===== src/rtl/flash_rd_pkg.sv =====
package flash_rd_pkg;

  localparam int WORD_W = 32;
  localparam int CNT_W  = 12;

  typedef enum logic [1:0] {
    PH_CMD   = 2'd0,
    PH_ADDR  = 2'd1,
    PH_DUMMY = 2'd2,
    PH_DATA  = 2'd3
  } phase_e;

  typedef struct packed {
    logic       cmdEn;
    logic [7:0] opcode;
    logic       addrEn;
    logic       dummyEn;
    logic [3:0] dummyCnt;
    logic       burstEn;
    logic [4:0] burstLen;
  } cfg_t;

  typedef struct packed {
    logic startFill;
    logic loadCmd;
    logic loadAddr;
    logic loadZero;
    logic shiftTx;
    logic sampleRx;
    logic commitByte;
    logic captureRead;
  } strobe_t;

endpackage


===== src/rtl/flash_rd_datapath.sv =====
module flash_rd_datapath
  import flash_rd_pkg::*;
#(
  parameter int ADDR_W = 24,
  parameter int LINES  = 32,
  parameter int REG_AW = 2
) (
  input  logic                clk,
  input  logic                rstN,
  input  logic                regWe,
  input  logic [REG_AW-1:0]   regAddr,
  input  logic [WORD_W-1:0]   regWdata,
  output logic [WORD_W-1:0]   regRdata,
  input  logic [ADDR_W-1:0]   memAddr,
  output logic [WORD_W-1:0]   memRdata,
  output cfg_t                cfg,
  output logic                hit,
  input  strobe_t             strb,
  input  logic                miso,
  output logic                mosi
);

  localparam int IDX_W = $clog2(LINES);
  localparam int OFF_W = 3;
  localparam int TAG_W = ADDR_W - OFF_W - IDX_W;

  // configuration registers
  logic [7:0] opcodeQ;
  logic       cmdEnQ;
  logic [2:0] addrFieldQ;
  logic       dummyEnQ;
  logic [3:0] dummyCntQ;
  logic       burstEnQ;
  logic [4:0] burstLenQ;
  logic       flushWr;

  assign flushWr = regWe && (regAddr == REG_AW'(2)) && regWdata[1];

  always_ff @(posedge clk or negedge rstN) begin
    if (!rstN) begin
      opcodeQ    <= '0;
      cmdEnQ     <= 1'b0;
      addrFieldQ <= '0;
      dummyEnQ   <= 1'b0;
      dummyCntQ  <= '0;
      burstEnQ   <= 1'b0;
      burstLenQ  <= '0;
    end else if (regWe) begin
      case (regAddr)
        REG_AW'(0): opcodeQ <= regWdata[23:16];
        REG_AW'(1): begin
          cmdEnQ     <= regWdata[0];
          addrFieldQ <= regWdata[6:4];
          dummyEnQ   <= regWdata[8];
          dummyCntQ  <= regWdata[15:12];
        end
        REG_AW'(2): begin
          burstEnQ  <= regWdata[0];
          burstLenQ <= regWdata[12:8];
        end
        default: ;
      endcase
    end
  end

  always_comb begin
    case (regAddr)
      REG_AW'(0): regRdata = {8'b0, opcodeQ, 16'b0};
      REG_AW'(1): regRdata = {16'b0, dummyCntQ, 3'b0, dummyEnQ, 1'b0, addrFieldQ, 3'b0, cmdEnQ};
      REG_AW'(2): regRdata = {19'b0, burstLenQ, 7'b0, burstEnQ};
      default:    regRdata = '0;
    endcase
  end

  assign cfg = '{cmdEn: cmdEnQ, opcode: opcodeQ, addrEn: (addrFieldQ == 3'd7),
                 dummyEn: dummyEnQ, dummyCnt: dummyCntQ,
                 burstEn: burstEnQ, burstLen: burstLenQ};

  // fetch start address derived from the pending request
  logic [ADDR_W-1:0] missBase;
  assign missBase = burstEnQ ? {memAddr[ADDR_W-1:3], 3'b000}
                             : {memAddr[ADDR_W-1:2], 2'b00};

  // serial shift registers
  logic [ADDR_W-1:0] txShift;
  logic [6:0]        rxShift;
  logic [7:0]        rxByte;

  always_ff @(posedge clk or negedge rstN) begin
    if (!rstN) begin
      txShift <= '0;
      rxShift <= '0;
    end else begin
      if (strb.loadCmd)       txShift <= {opcodeQ, {(ADDR_W-8){1'b0}}};
      else if (strb.loadAddr) txShift <= missBase;
      else if (strb.loadZero) txShift <= '0;
      else if (strb.shiftTx)  txShift <= {txShift[ADDR_W-2:0], 1'b0};
      if (strb.sampleRx)      rxShift <= {rxShift[5:0], miso};
    end
  end

  assign mosi   = txShift[ADDR_W-1];
  assign rxByte = {rxShift, miso};

  // fill pointer
  logic [ADDR_W-1:0] fillAddr;
  always_ff @(posedge clk or negedge rstN) begin
    if (!rstN)                fillAddr <= '0;
    else if (strb.startFill)  fillAddr <= missBase;
    else if (strb.commitByte) fillAddr <= fillAddr + 1'b1;
  end

  logic [IDX_W-1:0] fIdx, lIdx;
  logic [TAG_W-1:0] fTag, lTag;
  logic             fWord, lWord;
  logic [1:0]       fByte;

  assign fIdx  = fillAddr[OFF_W +: IDX_W];
  assign fTag  = fillAddr[ADDR_W-1 -: TAG_W];
  assign fWord = fillAddr[2];
  assign fByte = fillAddr[1:0];
  assign lIdx  = memAddr[OFF_W +: IDX_W];
  assign lTag  = memAddr[ADDR_W-1 -: TAG_W];
  assign lWord = memAddr[2];

  // buffer storage: tag and data per line, one valid bit per word
  logic [63:0]        lineData [LINES];
  logic [TAG_W-1:0]   lineTag  [LINES];
  logic [2*LINES-1:0] validBits;

  always_ff @(posedge clk) begin
    if (strb.commitByte) begin
      lineData[fIdx][{fillAddr[2:0], 3'b000} +: 8] <= rxByte;
      if (fByte == 2'd0) lineTag[fIdx] <= fTag;
    end
  end

  always_ff @(posedge clk or negedge rstN) begin
    if (!rstN) begin
      validBits <= '0;
    end else if (flushWr) begin
      validBits <= '0;
    end else if (strb.commitByte) begin
      if (fByte == 2'd0) begin
        if (lineTag[fIdx] != fTag) begin
          validBits[{fIdx, 1'b0}] <= 1'b0;
          validBits[{fIdx, 1'b1}] <= 1'b0;
        end else begin
          validBits[{fIdx, fWord}] <= 1'b0;
        end
      end else if (fByte == 2'd3) begin
        validBits[{fIdx, fWord}] <= 1'b1;
      end
    end
  end

  assign hit = validBits[{lIdx, lWord}] && (lineTag[lIdx] == lTag);

  always_ff @(posedge clk or negedge rstN) begin
    if (!rstN)                 memRdata <= '0;
    else if (strb.captureRead) memRdata <= lWord ? lineData[lIdx][63:32] : lineData[lIdx][31:0];
  end


  flush_empties_chk: assert property (@(posedge clk) disable iff (!rstN)
    flushWr |=> (validBits == '0));

endmodule


===== src/rtl/flash_rd_ctrl.sv =====
module flash_rd_ctrl
  import flash_rd_pkg::*;
#(
  parameter int ADDR_W = 24
) (
  input  logic    clk,
  input  logic    rstN,
  input  logic    memValid,
  input  logic    hit,
  input  cfg_t    cfg,
  output strobe_t strb,
  output logic    memReady,
  output logic    csN,
  output logic    sclk
);

  typedef enum logic [1:0] {ST_IDLE, ST_RESP, ST_XFER, ST_HOLD} state_e;

  state_e           state;
  phase_e           phase;
  logic [CNT_W-1:0] bitsLeft;
  phase_e           firstPh, nextPh, loadPh;
  logic             doLoad;

  function automatic logic [CNT_W-1:0] phaseBits(phase_e p, cfg_t c);
    case (p)
      PH_CMD:   return CNT_W'(8);
      PH_ADDR:  return CNT_W'(ADDR_W);
      PH_DUMMY: return CNT_W'(c.dummyCnt) + CNT_W'(1);
      default:  return c.burstEn ? ((CNT_W'(c.burstLen) + CNT_W'(1)) << 6) : CNT_W'(32);
    endcase
  endfunction

  always_comb begin
    if (cfg.cmdEn)        firstPh = PH_CMD;
    else if (cfg.addrEn)  firstPh = PH_ADDR;
    else if (cfg.dummyEn) firstPh = PH_DUMMY;
    else                  firstPh = PH_DATA;
    case (phase)
      PH_CMD:   nextPh = cfg.addrEn ? PH_ADDR : (cfg.dummyEn ? PH_DUMMY : PH_DATA);
      PH_ADDR:  nextPh = cfg.dummyEn ? PH_DUMMY : PH_DATA;
      default:  nextPh = PH_DATA;
    endcase
  end

  always_comb begin
    strb   = '0;
    doLoad = 1'b0;
    loadPh = PH_DATA;
    case (state)
      ST_IDLE: if (memValid) begin
        if (hit) strb.captureRead = 1'b1;
        else begin
          strb.startFill = 1'b1;
          doLoad = 1'b1;
          loadPh = firstPh;
        end
      end
      ST_XFER: begin
        if (!sclk) begin
          strb.sampleRx   = (phase == PH_DATA);
          strb.commitByte = (phase == PH_DATA) && (bitsLeft[2:0] == 3'd1);
        end else if (bitsLeft == CNT_W'(1)) begin
          if (phase != PH_DATA) begin
            doLoad = 1'b1;
            loadPh = nextPh;
          end
        end else begin
          strb.shiftTx = 1'b1;
        end
      end
      default: ;
    endcase
    if (doLoad) begin
      case (loadPh)
        PH_CMD:  strb.loadCmd  = 1'b1;
        PH_ADDR: strb.loadAddr = 1'b1;
        default: strb.loadZero = 1'b1;
      endcase
    end
  end

  always_ff @(posedge clk or negedge rstN) begin
    if (!rstN) begin
      state    <= ST_IDLE;
      phase    <= PH_CMD;
      bitsLeft <= '0;
      memReady <= 1'b0;
      csN      <= 1'b1;
      sclk     <= 1'b0;
    end else begin
      memReady <= 1'b0;
      case (state)
        ST_IDLE: if (memValid) begin
          if (hit) begin
            memReady <= 1'b1;
            state    <= ST_RESP;
          end else begin
            csN      <= 1'b0;
            phase    <= firstPh;
            bitsLeft <= phaseBits(firstPh, cfg);
            state    <= ST_XFER;
          end
        end
        ST_RESP: state <= ST_IDLE;
        ST_XFER: begin
          if (!sclk) begin
            sclk <= 1'b1;
          end else begin
            sclk <= 1'b0;
            if (bitsLeft == CNT_W'(1)) begin
              if (phase == PH_DATA) state <= ST_HOLD;
              else begin
                phase    <= nextPh;
                bitsLeft <= phaseBits(nextPh, cfg);
              end
            end else begin
              bitsLeft <= bitsLeft - CNT_W'(1);
            end
          end
        end
        default: begin
          csN   <= 1'b1;
          state <= ST_IDLE;
        end
      endcase
    end
  end


  idle_clock_low_chk: assert property (@(posedge clk) disable iff (!rstN)
    csN |-> !sclk);


  ready_pulse_chk: assert property (@(posedge clk) disable iff (!rstN)
    memReady |=> !memReady);

endmodule


===== src/rtl/flash_read_engine.sv =====
module flash_read_engine
  import flash_rd_pkg::*;
#(
  parameter int ADDR_W = 24,
  parameter int LINES  = 32,
  parameter int REG_AW = 2
) (
  input  logic              clk,
  input  logic              rstN,
  input  logic              regWe,
  input  logic [REG_AW-1:0] regAddr,
  input  logic [31:0]       regWdata,
  output logic [31:0]       regRdata,
  input  logic              memValid,
  input  logic [ADDR_W-1:0] memAddr,
  output logic              memReady,
  output logic [31:0]       memRdata,
  output logic              spiCsN,
  output logic              spiSclk,
  output logic              spiMosi,
  input  logic              spiMiso
);

  cfg_t    cfg;
  strobe_t strb;
  logic    hit;

  flash_rd_datapath #(.ADDR_W(ADDR_W), .LINES(LINES), .REG_AW(REG_AW)) i_datapath (
    .clk(clk), .rstN(rstN),
    .regWe(regWe), .regAddr(regAddr), .regWdata(regWdata), .regRdata(regRdata),
    .memAddr(memAddr), .memRdata(memRdata),
    .cfg(cfg), .hit(hit), .strb(strb),
    .miso(spiMiso), .mosi(spiMosi)
  );

  flash_rd_ctrl #(.ADDR_W(ADDR_W)) i_ctrl (
    .clk(clk), .rstN(rstN),
    .memValid(memValid), .hit(hit), .cfg(cfg), .strb(strb),
    .memReady(memReady), .csN(spiCsN), .sclk(spiSclk)
  );


  mosi_steady_chk: assert property (@(posedge clk) disable iff (!rstN)
    (!spiCsN && spiSclk) |-> $stable(spiMosi));


  no_ready_in_frame_chk: assert property (@(posedge clk) disable iff (!rstN)
    !spiCsN |-> !memReady);

endmodule


===== config.mk =====
export PLATFORM = sky130hd
export DESIGN_NAME = flash_read_engine
export DESIGN_NICKNAME = d
export VERILOG_FILES = /design/src/rtl/flash_rd_pkg.sv /design/src/rtl/flash_rd_datapath.sv /design/src/rtl/flash_rd_ctrl.sv /design/src/rtl/flash_read_engine.sv
export SDC_FILE = /design/constraint.sdc
export NUM_CORES = 2
export LEC_CHECK = 0
export ABC_CLOCK_PERIOD_IN_PS = 3700
export BUFFER_PORTS_ARGS = -buffer_cell sky130_fd_sc_hd__clkbuf_2
export CAP_MARGIN = 20
export CORE_ASPECT_RATIO = 1.2
export CORE_MARGIN = 8
export CORE_UTILIZATION = 45
export DETAILED_ROUTE_END_ITERATION = 8
export SLEW_MARGIN = 15
export SYNTH_ARGS = -nofsm -noshare
export SYNTH_HDL_FRONTEND = slang
export SYNTH_SLANG_ARGS = --single-unit

===== constraint.sdc =====
create_clock -name clk -period 3.7 [get_ports clk]
set_input_delay 0 -clock clk [delete_from_list [all_inputs] [get_ports clk]]
set_output_delay 0 -clock clk [all_outputs]
set_load 0.02 [all_outputs]

==> results.md <==
* Synth cell types at 75
* Via/cell ratio at roughly 6
* Final Wtd Congestion at roughly 0.87
* DRT iter0 DRCs at about 7,000
* Flop pwr share at a little under half
* Worst EP required at roughly 4500 ps
* Unrepaired setup endpoints after global routing: yes
* Post-DRT Antenna Nets at 0
* Initial antenna violation count at 14
* Layout cells sized above 1 at around a third
* Die W at between 400 and 500 um
* Peak supply drop at between 0.5 and 0.6 mV
* TritonCTS buffer count at roughly 300
* IO buf count at 105
* Final Max Slew Viols at 0
* Clock slew seen by the registers of the worst setup and hold paths at roughly 60 ps
* Area post-placement at about 120,000 um2
* Crit path DAT at 4480 ps
* I/O pins at about 130
* Synth warn at 0
* Period utilization at approximately 100%
* # nets final at about 6,500
* Total wire length at 323.6 mm
* Synthesized area per cell at a little over 20 um2
* FF/Latch Area at 81,660 um2
* Root Buffer: clkbuf_16
* Relative slew slack at about a third
* Post-detail-place hpwl at between 200 and 250 mm
* Drt drc at 0
* Via count at 60,920
* Logic gate share of total power at 15.6%
* Fillcell total at 19,550
* Fin. Hold Viols at 0
* Drt pass-1 iters at 5
* Synthesized area at between 100,000 and 150,000 um2
* # H-tree levels at 5
* Clock Skews at a little under 60 ps
* Die ar. at roughly 270,000 um2
* Cells after Synth at 5,596
* Vias in the first global route at ~62,000
* Post-synth EDFFs at around 2,600
* Status: completed
* NetSw at around 20 mW
* Layout Utilization at between 50% and 60%
* Largest net degree at the start of global routing at 87
* Clock Sinks at about 2,800
* Max cap viols at 0
* Starting density of the core at 45.06%
* Crit-path max FO at 11
* Final setup vio count at 0
* Synthesized flop and latch total at about 2,800
* Leakage power at approximately 40 nW
* Register area share after synthesis at 72.06%
* Area of the multi-input gates at ~30,000 um2
* Latest clock arrival within the worst-skew pair at approximately 950 ps
* TritonCTS clock tree: built
* Pint at roughly 56 mW
* Async set or reset register ratio after synthesis at slightly below 7%
* Finished Cell Area at around 130,000 um2
* Synth-to-layout area growth at 17.05%
* F_max at ~0.27 GHz
* WL per Instance at 32.42 um
* Final min period at around 3600 ps
* Congestion Overflow GR at 0
* Clock share of power at a little under two fifths
* Switching Fraction at 25.97%
* Critical path type: flop to flop
* Worst Setup End Kind: flop
* Power per cell area at between 500 and 600 nW/um2
* Core area at 251,500 um2
* Startpoint types: flop
* Global-route wire length before repair at ~460 mm
* Worst Hold Class: input pin to flop
* Tot Pwr at 76.27 mW
* Top_reg_cell synth: edfxtp_1
* Maximum clock insertion buffer count at 4
* Total track usage at 23.85%
* Worst-Margin Slew at ~1000 ps
* Die Y at ~570 um
* Site row count at between 200 and 250
critical path, stage by stage, from the launching register on:
cell	delay, ps
edfxtp_1	390
mux4_2	500
a2bb2oi_1	150
a22oi_1	200
o221ai_1	240
buf_4	210
xor2_1	380
a2111oi_2	110
and3_2	310
and2_4	180
buf_4	150
o22ai_1	210
buf_12	180
mux2_2	340
Yosys cell counts (14+ instances only):
cell type  number  area [um2]
mux4_2        886       19950
a21oi_1        50       250.2
nand3_1        43       215.2
mux2i_1       144        1441
dfrtp_1       190        4755
mux2_2         44       495.5
buf_4          24       180.2
o2bb2ai_1      14       122.6
o21ai_0        40       200.2
nand2_1       206       773.2
xor2_1         35       306.5
clkbuf_1      215       807.0
and2_1         79       494.2
o22ai_1        16       100.1
nor2_1        377        1415
and3_1         25       156.4
a22oi_1       107       803.3
nor3_1         34       170.2
a32o_1         48       480.5
a22o_1         14       122.6
inv_1          21       78.83
xnor2_1        30       262.8
buf_1          81       304.0
nor2b_1        23       143.9
nand4_1        37       231.5
edfxtp_1     2560       76870
a211oi_1       17       127.6
nand2b_1       15       93.84
mux2_4         30       450.4
a31oi_1        18       112.6
buf_2          36       180.2
power by group through the flow:
stage | clock [mW] | combinational [mW] | sequential, mW
floorplan | 0 | 6.21 | 36.7
global placement | 0 | 11.1 | 36.5
detailed placement | 0 | 11.2 | 36.5
CTS | 29.0 | 11.5 | 35.9
global route | 30.2 | 12.5 | 35.9
finish | 28.5 | 11.9 | 35.9
timing repair:
action,in CTS,in global routing
hold buffers,104,0
endpoints found under the hold margin,371,0
pin swaps,0,7
resized for setup,6,13
gates cloned,0,3
buffers inserted,2,8
endpoints found under the setup margin,89,108
placed cells by master, fill, tap and decap left out, drive strengths merged, types with 74 or more instances in the layout:
master / n
mux4: 886
dfrtp: 190
clkbuf: 476
nor2: 377
edfxtp: 2560
and2: 80
clkinv: 105
dlygate4sd3: 103
nand2: 206
mux2: 74
buf: 651
a22oi: 107
mux2i: 144
per-layer routing:
metal / GRT usage, % / wire length (um) / vias up
li1: - / - / 24870
met1: 31.87 / 126700 / 32620
met2: 39.52 / 159500 / 2776
met3: 4.515 / 24480 / 660
met4: 8.483 / 12890 / 0
met5: 0 / 0 / -
flip-flops by register name (all words and copies together), names as in the netlist, 5 cells and up:
signal / count
i_datapath.lineData: 2048
i_ctrl.bitsLeft: 12
i_datapath.burstLenQ: 5
i_datapath.memRdata: 32
i_datapath.validBits: 64
i_datapath.rxShift: 7
i_datapath.opcodeQ: 8
i_datapath.fillAddr: 24
i_datapath.lineTag: 512
i_datapath.txShift: 22
cells by family after synthesis:
group	count (synthesis)	synth area share [%]
AOI/OAI and AO/OA	387	2.516
xor gates and xnor gates	65	0.5024
adders and majority gates	12	0.1325
buffers and inverters	391	1.500
DFF	2751	72.06
muxes	1104	19.72
other	1	0.003309
and+or+nand+nor	885	3.574
layout make-up:
| class | count | area share (%) |
|---|---|---|
| flip-flops and latches | 2751 | 61.57 |
| multi-input cells | 2465 | 22.79 |
| clock buffers | 374 | 5.987 |
| repair buffers | 856 | 5.438 |
| well taps | 3366 | 3.175 |
| clock inverters | 138 | 0.9575 |
| inverters | 22 | 0.06792 |
| diodes | 8 | 0.01509 |
worst paths after layout:
check,startpoint,end,cells past startpoint,slack [ps]
setup / recovery,i_datapath.lineTag[29][1],i_ctrl.bitsLeft[3],13,60
max in group asynchronous,rstN,i_datapath.memRdata[10],4,2900
hold / removal,memAddr[23],i_datapath.fillAddr[23],4,60
setup reg to reg,i_datapath.lineTag[29][1],i_ctrl.bitsLeft[3],13,60
min in group asynchronous,rstN,i_ctrl.csN,3,240
hold reg to reg,i_datapath.txShift[20],i_datapath.txShift[20],1,490
metrics by stage:
| step | std cells | hold WS (ps) | worst slack, ps | TNS (ps) |
|---|---|---|---|---|
| floorplan | 5607 | -295.6 | 32.93 | 0 |
| global placement | 9341 | 95.47 | -493.5 | -11070 |
| detailed placement | 9341 | 93.80 | -483.9 | -11430 |
| CTS | 9959 | 10.12 | 1.700 | 0 |
| global route | 9974 | 36.56 | -3.504 | -3.504 |
| finish | 9980 | 62.72 | 59.14 | 0 |
(Power assumes the default switching activity.)
